[config.mk]
export PLATFORM = sky130hd
export DESIGN_NAME = mux_bus_slave
export DESIGN_NICKNAME = d
export VERILOG_FILES = /design/src/rtl/mux_bus_slave.sv
export SDC_FILE = /design/constraint.sdc
export NUM_CORES = 1
export LEC_CHECK = 0
export ABC_AREA = 1
export CAP_MARGIN = 20
export CORE_MARGIN = 4
export CORE_UTILIZATION = 50
export CTS_CLUSTER_DIAMETER = 120
export DETAILED_ROUTE_END_ITERATION = 8
export PLACE_DENSITY = 0.76
export SLEW_MARGIN = 40
export SYNTH_ARGS = -nofsm -noshare
export SYNTH_HDL_FRONTEND = slang
export SYNTH_SLANG_ARGS = --single-unit
[constraint.sdc]
create_clock -name clk -period 1.7 [get_ports clk]
set_input_delay 0.34 -clock clk [delete_from_list [all_inputs] [get_ports clk]]
set_output_delay 0.34 -clock clk [all_outputs]
set_load 0.02 [all_outputs]
[src/rtl/mux_bus_slave.sv]
module mux_bus_slave #(
  parameter int LO_W = 8,
  parameter int HI_W = 5
) (
  input  logic                 clk,
  input  logic                 rst_n,
  input  logic [LO_W-1:0]      ad_i,
  input  logic [HI_W-1:0]      hi_i,
  input  logic                 ale_i,
  input  logic                 cs_n_i,
  input  logic                 fetch_n_i,
  input  logic                 rd_n_i,
  input  logic                 wr_n_i,
  output logic [LO_W-1:0]      ad_o,
  output logic                 ad_oe_o,
  output logic [LO_W+HI_W-1:0] mem_addr_o,
  output logic                 mem_rd_o,
  output logic                 mem_wr_o,
  output logic [LO_W-1:0]      mem_wdata_o,
  input  logic [LO_W-1:0]      mem_rdata_i
);

  localparam int AW = LO_W + HI_W;
  localparam int SW = AW + 5;
  localparam logic [SW-1:0] SYNC_RST = {{(AW+1){1'b0}}, 4'b1111};

  logic [SW-1:0] sync1, sync2;
  logic [LO_W-1:0] ad_s;
  logic [HI_W-1:0] hi_s;
  logic ale_s, cs_s, fe_s, rd_s, wr_s;

  always_ff @(posedge clk or negedge rst_n)
    if (!rst_n) begin
      sync1 <= SYNC_RST;
      sync2 <= SYNC_RST;
    end else begin
      sync1 <= {ad_i, hi_i, ale_i, cs_n_i, fetch_n_i, rd_n_i, wr_n_i};
      sync2 <= sync1;
    end

  assign {ad_s, hi_s, ale_s, cs_s, fe_s, rd_s, wr_s} = sync2;

  logic ale_d;
  always_ff @(posedge clk or negedge rst_n)
    if (!rst_n) ale_d <= 1'b0;
    else        ale_d <= ale_s;

  logic ale_fall, multi_low, rd_leg, wr_leg;
  assign ale_fall  = ale_d & ~ale_s;
  assign multi_low = (~fe_s & ~rd_s) | (~fe_s & ~wr_s) | (~rd_s & ~wr_s);
  assign rd_leg    = (~fe_s & rd_s & wr_s) | (fe_s & ~rd_s & wr_s);
  assign wr_leg    = fe_s & rd_s & ~wr_s;

  logic [AW-1:0]   alat;
  logic            sel;
  logic            rd_busy, rd_wait, rd_valid, wr_arm;
  logic [LO_W-1:0] dout, wbuf;

  always_ff @(posedge clk or negedge rst_n)
    if (!rst_n) begin
      alat        <= '0;
      sel         <= 1'b0;
      mem_addr_o  <= '0;
      mem_rd_o    <= 1'b0;
      mem_wr_o    <= 1'b0;
      mem_wdata_o <= '0;
      rd_busy     <= 1'b0;
      rd_wait     <= 1'b0;
      rd_valid    <= 1'b0;
      dout        <= '0;
      wbuf        <= '0;
      wr_arm      <= 1'b0;
    end else begin
      mem_rd_o <= 1'b0;
      mem_wr_o <= 1'b0;
      rd_wait  <= mem_rd_o;

      if (ale_fall) begin
        alat <= {hi_s, ad_s};
        sel  <= ~cs_s;
      end

      if (rd_leg && sel && !rd_busy) begin
        mem_rd_o   <= 1'b1;
        mem_addr_o <= alat;
        rd_busy    <= 1'b1;
      end else if (!rd_leg) begin
        rd_busy <= 1'b0;
      end

      if (!rd_leg)      rd_valid <= 1'b0;
      else if (rd_wait) begin
        rd_valid <= 1'b1;
        dout     <= mem_rdata_i;
      end

      if (wr_leg) wbuf <= ad_s;

      if (multi_low) begin
        wr_arm <= 1'b0;
      end else if (wr_leg && sel) begin
        wr_arm <= 1'b1;
      end else if (wr_arm && wr_s) begin
        wr_arm <= 1'b0;
        if (fe_s && rd_s) begin
          mem_wr_o    <= 1'b1;
          mem_wdata_o <= wbuf;
          mem_addr_o  <= alat;
        end
      end
    end

  assign ad_oe_o = rd_valid & rd_leg;
  assign ad_o    = dout;

endmodule

[Yosys cells after proc, flatten, opt, wreduce, memory -nomap -nowiden]
Cells that the tools add are included.
Word-level totals
  bits in registers: 94
  bits of input ports: 28
Operators by class
  equality and inequality tests: 2
  bitwise gates (word level): 21
  mux-type cells: 17
  reduce and logical (&&, ||, !) cells: 9
Operators with widths (number)
  two-way mux 13 bit: 5
  two-way mux 1 bit: 12
  AND 1 bit: 11
  inverter 1 bit: 7
  logical AND 1 bit: 5
  != test 2 x 1 -> 1 bit, second input constant: 2
  AND reduction 4 bit: 1
  OR 1 bit: 3
  nonzero test 3 bit: 1
  AND reduction 2 bit: 1
  logical NOT 1 bit: 1

[Logic depth before layout (Yosys ltp)]
Gate-level depths: netlist of run 1.
  depth after elaboration: 11
  depth in mapped cells: 7

[Worst setup path after synthesis of run 1]
OpenSTA, ideal clock, no wires.
  path kind: flip-flop to output port
  start: reg sync2[0]
  end: out ad_oe_o
  arrival time: 1.273 ns
  cell stages (with the launch flop): 6
  required time: 1.360 ns
  path slack: 0.087 ns
  path buffers: 1
  cells stage by stage: dfstp_2 > inv_2 > a21oi_2 > nand2_1 > buf_2 > nor2_1
Between the ends
  longest elaborated chain between the ends: 3
  elaborated cells between the ends (all ways): 4
  those cells by class: 4 x bitwise
Ends and longest elaborated chain
  from (decl): line 27  | logic [SW-1:0] sync1, sync2;
  from (signal assigned): line 38  | sync2 <= sync1;
  AND 1 bit: line 51  | assign rd_leg = (~fe_s & rd_s & wr_s) | (fe_s & ~rd_s & wr_s);
  OR 1 bit *: line 51
  AND 1 bit *: line 113  | assign ad_oe_o = rd_valid & rd_leg;
  to (decl): line 15  | output logic ad_oe_o,
Every way passes the cells marked *; elsewhere a longest branch is shown, timed or not.

[Worst setup path after layout of run 1]
Ends and elaborated chain as after synthesis.

==> impl_metrics.toml, run 1 <==
[worst_hold_path]
hold_depth = 0
min_from = "sync1[13]"
hold_path_class = "register to register"
worstHoldEndpoint = "sync2[13]"

[routing]
via_count = 1951
antenna_left = 0
drc = 0
wire_per_inst_um = 12.7
viasPerCell = 4.65
drt-initial-drc-count = 113
drt_wl_total_um = 5350
dr.pass1.iters = 4

[power_and_ir_drop]
ir_drop_uv = 725
power_density_nw_per_um2 = 1290
power.static_leakage_uw = 0.00225
finalPower_uw = 5340

[timing]
slew_viol_final = 0
slew_headroom_pct = 75.4
timing.final.ws_setup_ns = -0.0298
rsz0062_at_grt = "true"
min_period_ns = 1.73
tightest_slew_ns = 0.368
skew_ns = 0.0108
fin_crit_sh_pct = 102
setup_viol = 1
fmax_mhz = 578
hold_viol = 0

[global_route]
grt_use_total_pct = 16.0
grt_overflow = 0
antenna_found_initial = 0
grt_pass1_vias = 1939
grt_pass1_wl_um = 9020
grt_max_degree = 37

[clocking]
clockBufferDepth = 2
clk_latency_ns = 0.35
root_buffer = "clkbuf_8"
clk_pin_slew_ns = 0.09
h-tree-depth = 3
clock-sinks = 94
cts_tree = "done"
cts_buffers = 9

[die]
num_io_pins = 60
start_util_pct = 52.2
rows = 28
core_um2 = 5990
die_h_um = 87.1
die_w_um = 87.1
fp.dieArea_um2 = 7580

[logic_synthesis]
yosysTopAreaCellShare_pct = 68.8
yosysSeqAreaShare_pct = 75.6
synth_area_per_cell_um2 = 11.9
syn_nets = 291
synth_common_cells = "nand2_1, dfrtp_1, o21ai_0"
synthCells = 263
yosys_warnings = 0
synth_top_area_cell = "dfrtp_1"
synth.area.top_cells = "dfrtp_1, nand2_1, dfstp_2"
synth_edf_count = 0
ys_ff_latch = 94
async_flop_share_pct = 100
syn_area_um2 = 3130
yosysMostFrequentCell = "nand2_1"
synth_ff_type = "dfrtp_1"
synth_cell_type_count = 19

[placement]
post_dp_cell_area_um2 = 3870
numPortBuffers = 59
place.gp.congestion = 0.841
dp_hpwl_um = 3750

[finish]
antennaDiodeCount = 0
fillCellCount = 465
synthToLayoutAreaGrowth_pct = 32.6
nets = 368
drive_gt1_share_pct = 15.4
design_area_um2 = 4150

[job]
maxCapViolations = 0

[critical_path]
worstSetupStartpointType = "register"
cp.required_ns = 1.36
rr_worst_depth = 7
path_class = "register to primary output"
crit_path_max_fanout = 2
r2r_end = "mem_addr_o[6]"
r2r_start = "sync2[0]"
critPathCaptureType = "primary output"
cp.arrival_ns = 1.39
r2r_setup_slack_ns = 0.15

[outcome]
status = "complete, but fails checks"
failed_checks = "negative setup slack"
worst max-delay path, cell delays in order (launching register included):
cell     delay, ns
dfstp_2       0.55
inv_2         0.05
a21oi_4       0.13
nand2_2       0.08
nor2_2        0.10
buf_4         0.14
stage by stage:
| stage | hold WS (ns) | cells | TNS [ns] | worst slack, ns | utilization [%] |
|---|---|---|---|---|---|
| after floorplan | 0.0444 | 263 | 0 | 0.0869 | - |
| after global placement | 0.276 | 401 | -0.0817 | -0.0817 | 64.6 |
| after detailed placement | 0.272 | 401 | -0.118 | -0.118 | 64.6 |
| after CTS | 0.348 | 419 | -0.0487 | -0.0487 | 68.1 |
| after global routing | 0.353 | 420 | -0.117 | -0.117 | 69.2 |
| final | 0.346 | 420 | -0.0298 | -0.0298 | 69.2 |
timing repair:
action / CTS / global route
endpoints found under the hold margin: 22 / 0
gates resized for setup: 11 / 21
endpoints found under the setup margin: 7 / 20
hold buffers: 1 / 0
pin swaps: 0 / 2
setup buffers: 1 / 1
per-layer routing:
layer	up-vias	part of all wire, %	wire (µm)	track usage (%)
li1	977	-	-	-
met1	914	42	2250	19.7
met2	50	48	2580	24.5
met3	10	7.6	404	6.43
met4	0	2.2	120	8.36
met5	-	0	0	0
power breakdown:
group	switching [µW]	internal, µW	total (µW)
Clock	713	822	1540
Combinational	576	493	1070
Sequential	167	2570	2730
flip-flops by register name (all words and copies together), names as in the netlist, 8 cells and up:
name	flops
sync1	18
sync2	18
alat	13
mem_addr_o	13
ad_o	8
mem_wdata_o	8
wbuf	8
final cells by class:
type	instances	area, µm²	area share (%)
multi-input combinational	143	666	16.1
inverter	18	67.6	1.63
clock buffer	11	131	3.17
clock inverter	5	75.1	1.81
tap	75	93.8	2.26
timing repair buffer	74	751	18.1
sequential	94	2360	57.0
cell usage in the layout (no fill, tap or decap), types with 5 or more instances in the layout:
| master | n |
|---|---|
| nand2_1 | 86 |
| dfrtp_1 | 86 |
| clkdlybuf4s50_1 | 33 |
| dlymetal6s2s_1 | 18 |
| o21ai_0 | 17 |
| inv_1 | 15 |
| buf_4 | 15 |
| nand3_1 | 13 |
| clkbuf_8 | 9 |
| o21ai_1 | 8 |
| dfstp_2 | 8 |
| dlygate4sd2_1 | 6 |
| nor2_1 | 5 |
| mux2_2 | 5 |
worst max-delay path by stage:
stage                        start  endpoint  slack [ns]  depth (start not counted)
final                     sync2[0]   ad_oe_o       -0.03                          5
after global placement    sync2[0]   ad_oe_o       -0.08                          5
after CTS                 sync2[0]   ad_oe_o       -0.05                          5
after detailed placement  sync2[0]   ad_oe_o       -0.12                          5
after global routing      sync2[0]   ad_oe_o       -0.12                          5
after floorplan           sync2[0]   ad_oe_o        0.09                          5
cell families (layout without fill, tap and decap cells):
kind of cell    Yosys count  after routing  synth area share (%)
mux                       5              5                  1.80
simple gates            111            111                  14.6
compound gates           27             27                  4.44
flops                    94             94                  75.6
buf+inv                  26            108                  3.56
No activity file was read; power rests on OpenSTA's default activity.
==> run 2, diff against run 1 <==
- CORE_UTILIZATION: 50 -> 53
- CTS_BUF_LIST: not set -> sky130_fd_sc_hd__clkbuf_4 sky130_fd_sc_hd__clkbuf_8
- CTS_CLUSTER_SIZE: not set -> 25
- PLACE_DENSITY: 0.76 -> 0.8
==> run 2 against run 1 <==
The run still ends with negative setup slack left. Critical path depth did not move. Count of clock-buffer cells in the layout rose by 4. Non-clock buffer count fell by 3. Worst setup slack improved by 0.020 ns. First-iteration DRC count rose by 9.7%. Via count rose by 1.3%. Clock power fell by 13%. Combinational power barely moved. Largest cell class unchanged. Largest power group unchanged.
==> impl_metrics.toml, run 2 (same netlist as run 1, synthesis figures left out) <==
[outcome]
status = "complete, but fails checks"
failed_checks = "negative setup slack"

[timing]
slew_viol_final = 0
tightest_slew_ns = 0.342
slew_headroom_pct = 77.2
skew_ns = 0.00705
setup_tns_ns = -0.00944
min_period_ns = 1.71
fin_crit_sh_pct = 101
holdWs_ns = 0.346
rsz0062_at_grt = "true"
timing.final.ws_setup_ns = -0.00944
setup_viol = 1
hold_viol = 0
fmax_mhz = 585

[critical_path]
slowest_delay_ns = 0.54
rr_worst_depth = 7
critPathCaptureType = "primary output"
r2r_start = "sync2[0]"
cp.required_ns = 1.36
cp_slowest_cell = "dfstp_2"
path_class = "register to primary output"
path_cells = "inv_2 > a21oi_2 > nand2_1 > nor2_1 > buf_4"
cp.arrival_ns = 1.37
r2r_end = "mem_addr_o[8]"
worstSetupStartpointType = "register"
crit_path_max_fanout = 2
r2r_setup_slack_ns = 0.16

[die]
num_io_pins = 60
fp.dieArea_um2 = 7190
start_util_pct = 55.8
die_w_um = 84.8
die_h_um = 84.8
core_um2 = 5610
rows = 27

[placement]
place.gp.congestion = 0.782
dp_hpwl_um = 3930
dp_slack_ns = -0.117
numPortBuffers = 59

[routing]
wire_per_inst_um = 13.5
antenna_left = 0
viasPerCell = 4.78
via_count = 1977
drt_wl_total_um = 5570
drc = 0
drt-initial-drc-count = 124
dr.pass1.iters = 4

[clocking]
clockBufferDepth = 2
clk_latency_ns = 0.35
clk_pin_slew_ns = 0.08
cts_setup_buffers = 0
h-tree-depth = 3
clock-sinks = 94
root_buffer = "clkbuf_8"
cts_tree = "done"
cts_buffers = 9

[global_route]
grt_overflow = 0
grt_pass1_wl_um = 9310
antenna_found_initial = 0
grt_pass1_vias = 1957
grt_max_degree = 42
grt_use_total_pct = 16.8

[finish]
drive_gt1_share_pct = 14.6
fillCellCount = 407
reg.largest.list = "sync1 (18), sync2 (18)"
layout_commonest_cell = "nand2_1"
nets = 365
final_cell_mix = "nand2_1, dfrtp_1, clkdlybuf4s50_1"
synthToLayoutAreaGrowth_pct = 30.3
antennaDiodeCount = 0

[power_and_ir_drop]
power.internal_uw = 3750
ir_drop_uv = 964
clkPwrFrac_pct = 26.0
power_frac_comb_pct = 21.3
power_switching_uw = 1420
power.static_leakage_uw = 0.00213
switching_share_pct = 27.5
power_density_nw_per_um2 = 1270
seqPwrFrac_pct = 52.7

[job]
maxCapViolations = 0

[worst_hold_path]
hold_depth = 0
min_from = "sync1[15]"
worstHoldEndpoint = "sync2[15]"
hold_path_class = "register to register"
## run 2: cell count changes in the layout (fill, tap and decap cells not counted), moves of 2 or more
cell,change
dlymetal6s2s_1,-6
bufinv_16,-2
clkbuf_1,-2
buf_4,-3
clkinv_2,-2
clkbuf_4,+5
clkdlybuf4s50_1,+11
dlygate4sd2_1,-5
## run 2: layer usage
layer  part of all wire [%]  wire length, µm  vias up  global-route usage, %
met5                      0                0        -                      0
met4                    2.2              124        0                   8.49
met3                    5.6              313       10                   3.88
met2                     50             2800       48                   26.7
met1                     42             2330      948                   21.9
li1                       -                -      971                      -
## run 2: how the worst max path moves through the flow
stage                  start  endpoint  slack [ns]
floorplan           sync2[0]   ad_oe_o        0.09
global placement    sync2[0]   ad_oe_o       -0.07
detailed placement  sync2[0]   ad_oe_o       -0.12
CTS                 sync2[0]   ad_oe_o       -0.04
global route        sync2[0]   ad_oe_o        -0.1
finish              sync2[0]   ad_oe_o      -0.009
## run 2: final cells by class
class,count,area (µm²),share of cell area (%)
clock buffer,15,175,4.30
timing repair buffer,71,719,17.7
clock inverter,1,5.00,0.123
tap,72,90.1,2.21
multi-input combinational,143,653,16.0
inverter,18,67.6,1.66
sequential,94,2360,58.0
## run 2: power by group through the flow
stage	registers, µW	logic, µW	clock network [µW]
after global placement	2760	1110	0
after global routing	2770	1200	1470
after CTS	2730	1140	1360
final	2730	1100	1340
after floorplan	3000	273	0
after detailed placement	2780	1140	0
## run 2: critical path, delay by kind of cell, from the launching register on
| kind | cells | cell delay, ns |
|---|---|---|
| DFF | 1 | 0.54 |
| AOI/OAI and AO/OA | 1 | 0.12 |
| and+or+nand+nor | 2 | 0.18 |
| buffers and inverters | 2 | 0.19 |
## run 2: repair_timing
action,in CTS,in global routing
endpoints found under the setup margin,2,13
hold endpoints to repair,15,0
pin swaps,1,1
cloned,0,0
gates resized for setup,6,12
hold buffers,1,0
## run 2: stage by stage
| step | instances | instance area [µm²] | utilization, % | power, µW |
|---|---|---|---|---|
| 2_1_floorplan | 263 | 3130 | - | 3280 |
| 3_3_place_gp | 397 | 3860 | 68.8 | 3870 |
| 3_5_place_dp | 397 | 3860 | 68.8 | 3920 |
| 4_1_cts | 414 | 4040 | 72.1 | 5230 |
| 5_1_grt | 414 | 4070 | 72.6 | 5440 |
| 6_report | 414 | 4070 | 72.6 | 5170 |
